File: config.mk
export PLATFORM = sky130hd
export DESIGN_NAME = frac_stopwatch
export DESIGN_NICKNAME = d
export VERILOG_FILES = /design/src/rtl/sw_pkg.sv /design/src/rtl/sw_gap_fsm.sv /design/src/rtl/sw_bcd_digit.sv /design/src/rtl/frac_stopwatch.sv
export SDC_FILE = /design/constraint.sdc
export NUM_CORES = 1
export LEC_CHECK = 0
export ABC_AREA = 1
export ABC_CLOCK_PERIOD_IN_PS = 4250
export BUFFER_PORTS_ARGS = -buffer_cell sky130_fd_sc_hd__buf_2
export CORE_MARGIN = 4
export CORE_UTILIZATION = 40
export CTS_CLUSTER_SIZE = 25
export DETAILED_ROUTE_END_ITERATION = 12
export GPL_ROUTABILITY_DRIVEN = 0
export PLACE_DENSITY = 0.61
export SLEW_MARGIN = 20
export SYNTH_ARGS = -nofsm -noshare
export SYNTH_HDL_FRONTEND = slang
export SYNTH_SLANG_ARGS = --single-unit
File: constraint.sdc
create_clock -name clk -period 4.25 [get_ports clk]
set_clock_uncertainty 0.1 [all_clocks]
set_input_delay 0.6375 -clock clk [delete_from_list [all_inputs] [get_ports clk]]
set_output_delay 0.6375 -clock clk [all_outputs]
set_load 0.02 [all_outputs]
File: src/rtl/sw_pkg.sv
package sw_pkg;
    localparam int DIGIT_W = 4;
    localparam int NDIG    = 2;
    localparam int DMAX    = 9;

    typedef enum logic [1:0] {
        PH_FIRST  = 2'd0,
        PH_SECOND = 2'd1,
        PH_THIRD  = 2'd2
    } ph_e;

    // Long (3-tick) gap: even hundredth, or hundredth 5 inside a long tenth
    function automatic logic long_gap(input logic [DIGIT_W-1:0] hund,
                                      input logic [DIGIT_W-1:0] tenth);
        return (hund[0] == 1'b0) || (hund == 4'd5 && tenth[1] == 1'b0);
    endfunction
endpackage

File: src/rtl/sw_gap_fsm.sv
module sw_gap_fsm
    import sw_pkg::*;
(
    input  logic clk,
    input  logic rst_n,
    input  logic clr,
    input  logic adv,
    input  logic is_long,
    output logic step
);
    ph_e state, nxt;

    always_ff @(posedge clk or negedge rst_n) begin
        if (!rst_n) state <= PH_FIRST;
        else        state <= nxt;
    end

    always_comb begin
        nxt = state;
        if (clr) begin
            nxt = PH_FIRST;
        end else if (adv) begin
            unique case (state)
                PH_FIRST:  nxt = PH_SECOND;
                PH_SECOND: nxt = is_long ? PH_THIRD : PH_FIRST;
                PH_THIRD:  nxt = PH_FIRST;
                default:   nxt = PH_FIRST;
            endcase
        end
    end

    always_comb begin
        step = 1'b0;
        if (!clr && adv) begin
            unique case (state)
                PH_FIRST:  step = 1'b0;
                PH_SECOND: step = !is_long;
                PH_THIRD:  step = 1'b1;
                default:   step = 1'b0;
            endcase
        end
    end
endmodule

File: src/rtl/sw_bcd_digit.sv
module sw_bcd_digit #(
    parameter int W    = 4,
    parameter int MAXV = 9
) (
    input  logic         clk,
    input  logic         rst_n,
    input  logic         clr,
    input  logic         inc,
    output logic [W-1:0] value,
    output logic         carry
);
    localparam logic [W-1:0] TOP = W'(MAXV);

    assign carry = inc && (value == TOP);

    always_ff @(posedge clk or negedge rst_n) begin
        if (!rst_n)      value <= '0;
        else if (clr)    value <= '0;
        else if (carry)  value <= '0;
        else if (inc)    value <= value + 1'b1;
    end
endmodule

File: src/rtl/frac_stopwatch.sv
module frac_stopwatch
    import sw_pkg::*;
(
    input  logic                    clk,
    input  logic                    rst_n,
    input  logic                    tick,
    input  logic                    run,
    input  logic                    sw_reset,
    input  logic                    irq_ack,
    output logic [NDIG*DIGIT_W-1:0] count,
    output logic                    pulse_1hz,
    output logic                    irq
);
    logic [NDIG:0]        chain;
    logic [DIGIT_W-1:0]   digit [NDIG];
    logic                 adv, is_long;

    assign adv     = tick && run;
    assign is_long = long_gap(digit[0], digit[1]);

    sw_gap_fsm u_gap (
        .clk     (clk),
        .rst_n   (rst_n),
        .clr     (sw_reset),
        .adv     (adv),
        .is_long (is_long),
        .step    (chain[0])
    );

    for (genvar g = 0; g < NDIG; g++) begin : g_dig
        sw_bcd_digit #(.W(DIGIT_W), .MAXV(DMAX)) u_dig (
            .clk   (clk),
            .rst_n (rst_n),
            .clr   (sw_reset),
            .inc   (chain[g]),
            .value (digit[g]),
            .carry (chain[g+1])
        );
        assign count[g*DIGIT_W +: DIGIT_W] = digit[g];
    end

    always_ff @(posedge clk or negedge rst_n) begin
        if (!rst_n) begin
            pulse_1hz <= 1'b0;
            irq       <= 1'b0;
        end else begin
            pulse_1hz <= chain[NDIG];
            irq       <= chain[NDIG] || (irq && !irq_ack);
        end
    end
endmodule

Word-level counts from Yosys, hierarchy flattened
Cells that the tools add are included.
Operators by class
  $add $sub $neg: 2
  equal/unequal tests: 5
  multiplexer cells: 12
  bitwise operators: 2
  reductions and logical operators: 15
Operators by type and width (count)
  $mux 4: 6
  $add 4x1->4 const B: 2
  $eq 4x4->1 const B: 2
  $logic_and 1x1->1: 6
  $mux 2: 3
  $reduce_bool 3->1: 2
  $eq 4x3->1 const B: 1
  $pmux 2 s2: 1
  $logic_not 1->1: 3
  $eq 2x1->1 const B: 1
  $eq 2x2->1 const B: 1
  $logic_not 2->1: 1
  $logic_or 1x1->1: 2
  $not 1->1: 2
  $pmux 1 s2: 1
  $reduce_bool 2->1: 1
  $mux 1: 1
Storage, ports and cells
  flip-flop bits (word level): 12
  bits of input ports: 6
  output and inout port bits: 10
  word-level logic and storage cells: 41

Logic depth before layout (Yosys ltp)
Gate-level depths: netlist (run 1).
  word-level depth: 10
  gate-level depth with buffers: 12
  mapped depth without buffers: 12

By module
From an unflattened synthesis (run 1), not the netlist that was laid out.
Second synthesis, totals
  cell total of the unflattened synthesis: 113
  area total of the unflattened synthesis: 830.8 um2
Modules (own cells, without submodules)
  sw_bcd_digit: instances 2, cells each 38, area each 279.0 um2, sequential area each 100.1 um2
  sw_gap_fsm: instances 1, cells each 26, area each 185.2 um2, sequential area each 50.0 um2
  frac_stopwatch: instances 1, cells each 11, area each 87.6 um2, sequential area each 50.0 um2

Least setup slack after synthesis (run 1)
No wires, ideal clock.
  path type: register to register
  start: register g_dig[0].u_dig.value[0]
  end: register g_dig[0].u_dig.value[3]
  library setup time: 0.123 ns
  arrival: 1.407 ns
  setup slack: 2.620 ns
  cell stages (with the launch flop): 10
  path buffers: 0
  cell sequence: dfrtp_1 ha_1 nand2_1 inv_1 nand2_2 nand3_2 nand2_4 nand2_4 nor3_1 nor2_2
Between the ends
  cells in the longest elaborated chain, start to end: 9
Ends and longest elaborated chain
  start, declared: line sw_bcd_digit.sv:9  | output logic [W-1:0] value,
  start signal, assigned: line sw_bcd_digit.sv:20  | else if (inc) value <= value + 1'b1;
  $eq 4x3->1: line sw_pkg.sv:15  | return (hund[0] == 1'b0) || (hund == 4'd5 && tenth[1] == 1'b0);
  $logic_and 1x1->1: line sw_pkg.sv:15
  $logic_or 1x1->1: line sw_pkg.sv:15
  $logic_not 1->1: line sw_gap_fsm.sv:37  | PH_SECOND: step = !is_long;
  $pmux 1 s2: line sw_gap_fsm.sv:35  | unique case (state)
  $mux 1: line sw_gap_fsm.sv:34  | if (!clr && adv) begin
  $logic_and 1x1->1: line sw_bcd_digit.sv:14  | assign carry = inc && (value == TOP);
  $mux 4: line sw_bcd_digit.sv:19  | else if (carry) value <= '0;
  $mux 4: line sw_bcd_digit.sv:18  | else if (clr) value <= '0;
Several ways; a longest one is shown, not always the timed one. The select of a mux whose other input is x is not followed.
A chain may end at the register's enable or synchronous reset.

Worst setup path after layout (run 1)
  start: register g_dig[0].u_dig.value[0]
  end: output count[0]
RTL lines
  end, declared: line frac_stopwatch.sv:10  | output logic [NDIG*DIGIT_W-1:0] count,
No word-level cell between the ends.

==> summary.md, run 1 <==
| Metric | Value |
|---|---|
| Worst slew pin tran | 0.276 ns |
| Post-CTS sizing | 0 |
| Die area | 2770 sq um |
| Final setup violating endpoints | 0 |
| Crit-path slowest cell | dfrtp_1 |
| Drt initial violations | 10 |
| Antenna Nets Post-Route | 0 |
| Ys flop type | dfrtp_1 |
| Dpl hpwl | 1180 um |
| Levels on crit path | 1 |
| Clock Tree Root | clkbuf_4 |
| Fin Hold WS | 0.134 ns |
| Critical Path End | count[0] |
| Peak supply drop | 172 uV |
| Fin nets | 122 |
| Crit path time final | 1.69 ns |
| Die width | 52.6 um |
| Crit. End Element | primary output |
| Reg2Reg Capture Point | g_dig[0].u_dig.value[3]$_DFFE_PN0P_ |
| Ports | 16 |
| WL/cell | 10.9 um |
| R2r setup slk | 2.63 ns |
| Sink Count | 12 |
| FF+latch count, synth | 12 |
| Final core occ | 51.3% |
| Setup TNS | 0 ns |
| Peak per-stage delay on the critical path | 0.47 ns |
| DRC | 0 |
| First drt pass iteration count | 5 |
| Post-synthesis average cell area | 8.94 sq um |
| DR vias/cell | 4.66 |
| Global-route wire length before repair | 2720 um |
| Cts bufs inserted | 3 |
| Critical Path Start Type | flip-flop |
| Post-synth top area share | 37.7% |
| Total power | 0.000204 W |
| Worst-path maximum fanout | 8 |
| Gr usage total | 13.3% |
| Hold buffers post-CTS | 0 |
| Overflow left after global routing | 0 |
| Relative max-transition margin | 81.5% |
| Hold/Removal Path Class | in2async |
| H-tree Lvls | 1 |
| Core area | 1800 sq um |
| Worst-path clk slew | 0.07 ns |
| Clk_lat worst skew | 0.27 ns |
| Bufs and invs on worst path | 1 |
| Port buffer count | 15 |
| Most common cell in the netlist | inv_1 |
| Post-synth cell types | 24 |
| Sequential cell area fraction in the yosys report | 37.7% |
| Total wire length | 1430 um |
| Max Fclk | 591 MHz |
| Hold Fails Final Rpt | 0 |
| PwrDens | 220 nW/um^2 |
| Static Leak | 0.510 nW |
| Final period util | 39.8% |
| R2R depth | 9 |
| Cell Chain, Critical Path | buf_2 |
| FF-to-FF Start | g_dig[0].u_dig.value[0]$_DFFE_PN0P_ |
| Top post-synthesis cells by area | dfrtp_1 (38%), ha_1 (11%), inv_1 (7.5%) |
| Synthesis Warnings | 0 |
| Clk buf depth | 2 |
| Die H | 52.6 um |
| Postcts setup bufs | 0 |
| Layout cells sized above 1 | 32.7% |
| Area growth syn-to-layout | 16.2% |
| Synth top cells by count | inv_1 (16), nand2_1 (14), dfrtp_1 (12) |
| Async SR Flop Fraction | 100% |
| Vias in the first global route | 618 |
| Number of flops mapped to enable cells by yosys | 0 |
| Crit path DAT | 0.96 ns |
| Worst Path Required | 3.51 ns |
| Status | complete, no violations |
| Cells after synthesis | 89 |
| CP Class | reg2out |
| Initial Utilization | 44.2% |
| Via count | 615 |
| Synthesized area | 796 sq um |
| Max cap viols | 0 |
| Net Count, Synth | 102 |
| Crit. Startpoint | g_dig[0].u_dig.value[0]$_DFFE_PN0P_ |
| Worst path top cell family by delay | flip-flops |
| Largest area contributor in the netlist | dfrtp_1 |
| # diodes | 0 |
| RSZ-0062 raised after global routing | false |
| CTS tree | done |
| FP Rows | 15 |
| Largest net degree at the start of global routing | 13 |
| Final Max Slew Viols | 0 |
| Initial antenna violation count | 0 |
[worst min path at each step]
stage | start | to | slack [ns] | depth (start not counted)
2_1_floorplan | rst_n | g_dig[0].u_dig.value[0]$_DFFE_PN0P_ | 0.24 | 0
3_3_place_gp | u_gap.state[1]$_DFFE_PN0P_ | u_gap.state[1]$_DFFE_PN0P_ | 0.42 | 1
3_5_place_dp | u_gap.state[1]$_DFFE_PN0P_ | u_gap.state[1]$_DFFE_PN0P_ | 0.42 | 1
4_1_cts | rst_n | u_gap.state[1]$_DFFE_PN0P_ | 0.15 | 1
5_1_grt | rst_n | u_gap.state[1]$_DFFE_PN0P_ | 0.14 | 1
6_report | rst_n | u_gap.state[1]$_DFFE_PN0P_ | 0.13 | 1
[report_power, final]
group          switching [W]  total (W)  internal [W]
Sequential       0.000000793   0.000116      0.000115
Clock              0.0000372  0.0000699     0.0000328
Combinational      0.0000120  0.0000180    0.00000604
Total              0.0000499   0.000204      0.000154
[logic make-up (layout without fill, tap and decap cells)]
group | after synthesis | after routing | synth area share, %
xor+xnor | 3 | 3 | 3.30
buf+inv | 20 | 38 | 10.1
compound gates | 7 | 7 | 6.13
flops | 12 | 12 | 37.7
simple gates | 40 | 40 | 31.8
fa+ha+maj | 7 | 7 | 11.0
[registers in the layout, indices dropped and copies added (netlist names)]
signal / count
irq: 1
u_gap.state: 2
pulse_1hz: 1
g_dig.u_dig.value: 8
[layout by cell type, fill, tap and decap left out]
master and n:
inv_2 2, a22o_1 1, a21oi_1 1, dfrtp_1 12, a32o_1 1, nor2_4 2
o21ai_0 1, nor3_1 2, nand2_1 14, nand3_2 1, nand2_4 3, nand4_1 6
o21ai_1 1, inv_4 2, nand3_4 2, ha_1 7, nor2_2 1, inv_1 16
o21ai_2 1, nand3_1 3, buf_2 15, o22ai_1 1, nor2_1 3, clkbuf_4 3
nand2_2 3, xor2_1 3
[area by class of cell]
class,instances,area (sq um)
well taps,25,31.3
inverters,20,80.1
multi-input cells,57,415
flip-flops and latches,12,300
clock buffers,3,22.5
fillers,187,877
repair buffers,15,75.1
[per-stage QoR]
stage / cells / cell area, sq um / setup WS [ns]
floorplan: 89 / 796 / 2.62
global placement: 129 / 902 / 2.56
detailed placement: 129 / 902 / 2.52
CTS: 132 / 925 / 2.54
global route: 132 / 925 / 2.48
finish: 132 / 925 / 2.56
[worst reg2reg max path, stage by stage, from the launching register on]
cell and delay [ns]:
dfrtp_1 0.46, ha_1 0.25, nand2_1 0.07, inv_1 0.04
nand2_2 0.06, nand3_2 0.08, nand2_4 0.11, nand2_4 0.08
nor3_1 0.20, nor2_2 0.06
[routing by layer]
layer | global-route usage, % | vias up | share of wire [%]
met2 | 21.7 | 14 | 44
met4 | 1.28 | 0 | 0.63
met5 | 0 | - | 0
li1 | - | 322 | -
met3 | 5.41 | 2 | 7.2
met1 | 16.8 | 277 | 49
No activity file was read; power rests on OpenSTA's default activity.
==> run 2: changes to the inputs <==
Settings changed: ABC_AREA 1 to 0, ABC_CLOCK_PERIOD_IN_PS 4250 to 1650.
Clock period 4.25 ns to 1.65 ns, I/O delays scaled along.
==> run 2 against run 1 <==
Compared with the run above:
- clock power rose to 3.4 times the previous value
- die area fell by 2.5%
- utilization rose by 18 points
- the flow now finishes with violations (negative setup slack)
- routed wire length rose by 49%
- non-clock buffer count rose by 23
- final area rose by 34%
- critical path depth rose by 5
- via count rose by 25%
==> summary.md, run 2 <==
| Metric | Value |
|---|---|
| Area growth syn-to-layout | 60.5% |
| Net Count, Synth | 89 (-13%) |
| Post-synth top area share | 38.9% (+1.2 points) |
| CP Class | reg2reg |
| Cts bufs inserted | 3 (unchanged) |
| R2R depth | 6 (-3) |
| Largest regs | g_dig.u_dig.value (8), u_gap.state (2) |
| Commonest non-fill, non-tap cell in the layout | buf_4 |
| Depth of the worst hold-timing path | 2 |
| CTS tree | done |
| # diodes | 0 (unchanged) |
| Sink Count | 12 (unchanged) |
| Die area | 2700 sq um (-2.5%) |
| Hold Fails Final Rpt | 0 (unchanged) |
| Initial Utilization | 43.3% (-0.87 points) |
| Crit. End Element | flip-flop |
| FP Rows | 15 (unchanged) |
| Worst Path Required | 1.76 ns (-1.75 ns) |
| PwrDens | 495 nW/um^2 (+120%) |
| Cells after synthesis | 76 (-15%) |
| Failing checks | negative setup slack |
| Simple-gate portion of the synthesized area | 23.7% (-8.1 points) |
| Via count | 769 (+25%) |
| Post-synthesis mux area share | 0% (unchanged) |
| Crit path time final | 1.79 ns |
| Ports | 16 (unchanged) |
| Cells after DPL | 132 (+2.3%) |
| Clock Tree Root | clkbuf_4 |
| FF+latch count, synth | 12 (unchanged) |
| Compound-Gate Fraction of Synth Area | 20.6% (+14 points) |
| # fillers | 135 (-28%) |
| Worst-path clk slew | 0.08 ns (about the same) |
| Peak supply drop | 472 uV (+170%) |
| RSZ-0062 raised after global routing | true |
| Async SR Flop Fraction | 100% (unchanged) |
| Largest family of logic cells by synthesized area | simple AND/OR/NAND/NOR gates |
| Overflow left after global routing | 0 (unchanged) |
| Status | finished with violations |
| Largest net degree at the start of global routing | 13 (unchanged) |
| Logic pwr share | 12.4% (+3.6 points) |
| Synthesized area | 772 sq um (-3.0%) |
| Clk_lat worst skew | 0.28 ns (about the same) |
| Dpl hpwl | 1450 um (+23%) |
| Final Max Slew Viols | 0 (unchanged) |
| Register share of total power | 48.5% (-8.3 points) |
| Internal | 0.000465 W (+200%) |
| Area share of fa/ha/maj cells after synthesis | 11.3% (+0.34 points) |
| Max cap viols | 0 (unchanged) |
| Drt initial violations | 4 (-6) |
| Max FFs per register | 8 (unchanged) |
| Final core occ | 69.5% (+18 points) |
| Final instance count without filler cells | 142 (+7.6%) |
| Layout cells sized above 1 | 61.5% (+29 points) |
| Global-route wire length before repair | 3370 um (+24%) |
| Crit path DAT | 1.90 ns (+0.94 ns) |
| Worst-path maximum fanout | 5 (-3) |
| Port buffer count | 15 (unchanged) |
| Total wire length | 2140 um (+49%) |
| Synthesis Warnings | 0 (unchanged) |
| DRC | 0 (unchanged) |
| Antenna Nets Post-Route | 0 (unchanged) |
| Ys flop type | dfrtp_1 |
| Gr usage total | 17.0% (+3.7 points) |
| Die H | 51.9 um (-1.3%) |
| Sequential cell area fraction in the yosys report | 38.9% (+1.2 points) |
| Post-synth cell types | 28 (+17%) |
| H-tree Lvls | 1 (unchanged) |
| Core area | 1780 sq um (-1.0%) |
| Die width | 51.9 um (-1.3%) |
| First drt pass iteration count | 5 (unchanged) |
| Worst slew pin tran | 0.287 ns (+0.0110 ns) |
| Initial antenna violation count | 0 (unchanged) |
| WL/cell | 15.1 um (+39%) |
| Final setup violating endpoints | 7 (+7) |
| Fin nets | 131 (+7.4%) |
| Clk buf depth | 2 (unchanged) |
| Number of flops mapped to enable cells by yosys | 0 (unchanged) |
| Sw frac | 24.1% (-0.38 points) |
| Clock power share | 39.0% (+4.7 points) |
| Max Fclk | 557 MHz |
| XOR/XNOR Fraction of Synth Area | 0% (-3.3 points) |
| P_sw | 0.000148 W (+200%) |
| Most frequent cells in the layout | buf_4 (21), buf_2 (15), dfrtp_1 (9) |
| Hold/Removal Path Class | in2reg |
| Critical Path Start Type | flip-flop |
| Relative max-transition margin | 80.9% (-0.59 points) |
| Biggest register | g_dig.u_dig.value |
| Synth top cells by count | a21oi_1 (12), dfrtp_1 (12), ha_1 (7), inv_1 (7), or4_1 (5) |
| Final WS setup | -0.145 ns (-2.70 ns) |
| Post-synthesis average cell area | 10.2 sq um (+14%) |
| Static Leak | 0.565 nW (+11%) |
| Final period util | 109% |
| Top post-synthesis cells by area | dfrtp_1 (39%), ha_1 (11%), a21oi_1 (7.8%) |
| Vias in the first global route | 792 (+28%) |
| DR vias/cell | 5.42 (+16%) |
| Largest area contributor in the netlist | dfrtp_1 |
==> run 2: cells by family (layout without fill, tap and decap cells) <==
kind of cell	count (synthesis)	in the layout
adders and majority gates	7	7
buffers and inverters	9	49
AOI/OAI and AO/OA	24	25
and+or+nand+nor	24	24
DFF	12	12
==> run 2: timing repair <==
action / in CTS / in global routing
pin swaps: 3 / 8
endpoints found under the setup margin: 10 / 9
gates resized for setup: 7 / 23
buffers inserted: 0 / 4
endpoints found under the hold margin: 12 / 0
gates cloned: 1 / 0
hold buffers: 1 / 0
==> run 2: area by class of cell <==
class                   count  area, sq um  share of cell area, %
inverters                   7         26.3                   2.12
clock buffers               4         36.3                   2.93
multi-input cells          56          587                   47.4
flip-flops and latches     12          304                   24.5
well taps                  25         31.3                   2.53
repair buffers             38          254                   20.5
==> run 2: worst max-delay path, cell delays in order (launching register included) <==
cell     delay (ns)
dfrtp_1        0.36
inv_2          0.06
ha_4           0.26
and4b_2        0.27
nand2_4        0.07
or4_4          0.48
a21oi_2        0.12
==> run 2: layer usage <==
layer / vias to the layer above / GRT usage [%] / share of wire (%)
li1: 374 / - / -
met1: 379 / 20.6 / 46
met2: 12 / 28.0 / 50
met3: 4 / 3.15 / 2.2
met4: 0 / 9.17 / 1.5
met5: - / 0 / 0
==> run 2: worst paths after layout <==
| check | slack (ns) | start | endpoint |
|---|---|---|---|
| max in group asynchronous | 0.93 | rst_n | g_dig[0].u_dig.value[1]$_DFFE_PN0P_ |
| min in group asynchronous | 0.28 | rst_n | u_gap.state[0]$_DFFE_PN0P_ |
| min | 0.10 | sw_reset | g_dig[0].u_dig.value[0]$_DFFE_PN0P_ |
| max reg2reg | -0.14 | u_gap.state[1]$_DFFE_PN0P_ | g_dig[1].u_dig.value[3]$_DFFE_PN0P_ |
| min reg2reg | 0.37 | irq$_DFF_PN0_ | irq$_DFF_PN0_ |
| max | -0.14 | u_gap.state[1]$_DFFE_PN0P_ | g_dig[1].u_dig.value[3]$_DFFE_PN0P_ |
==> run 2: power groups by stage <==
| stage | Sequential (W) | Clock, W | Combinational, W |
|---|---|---|---|
| floorplan | 0.000303 | 0 | 0.0000213 |
| global placement | 0.000303 | 0 | 0.0000514 |
| detailed placement | 0.000303 | 0 | 0.0000527 |
| CTS | 0.000297 | 0.000247 | 0.0000600 |
| global route | 0.000298 | 0.000269 | 0.0000832 |
| finish | 0.000297 | 0.000239 | 0.0000762 |
==> run 2: metrics by stage <==
| step | hold slack, ns | instance area (sq um) | setup WS [ns] | setup TNS [ns] | power (W) |
|---|---|---|---|---|---|
| 6_report | 0.102 | 1240 | -0.145 | -0.561 | 0.000613 |
| 2_1_floorplan | -0.148 | 787 | -0.166 | -0.583 | 0.000325 |
| 3_3_place_gp | 0.0478 | 1010 | -0.0973 | -0.293 | 0.000354 |
| 3_5_place_dp | 0.0451 | 1010 | -0.148 | -0.445 | 0.000356 |
| 5_1_grt | 0.0962 | 1240 | -0.197 | -1.08 | 0.000650 |
| 4_1_cts | 0.0954 | 1100 | -0.142 | -0.640 | 0.000604 |
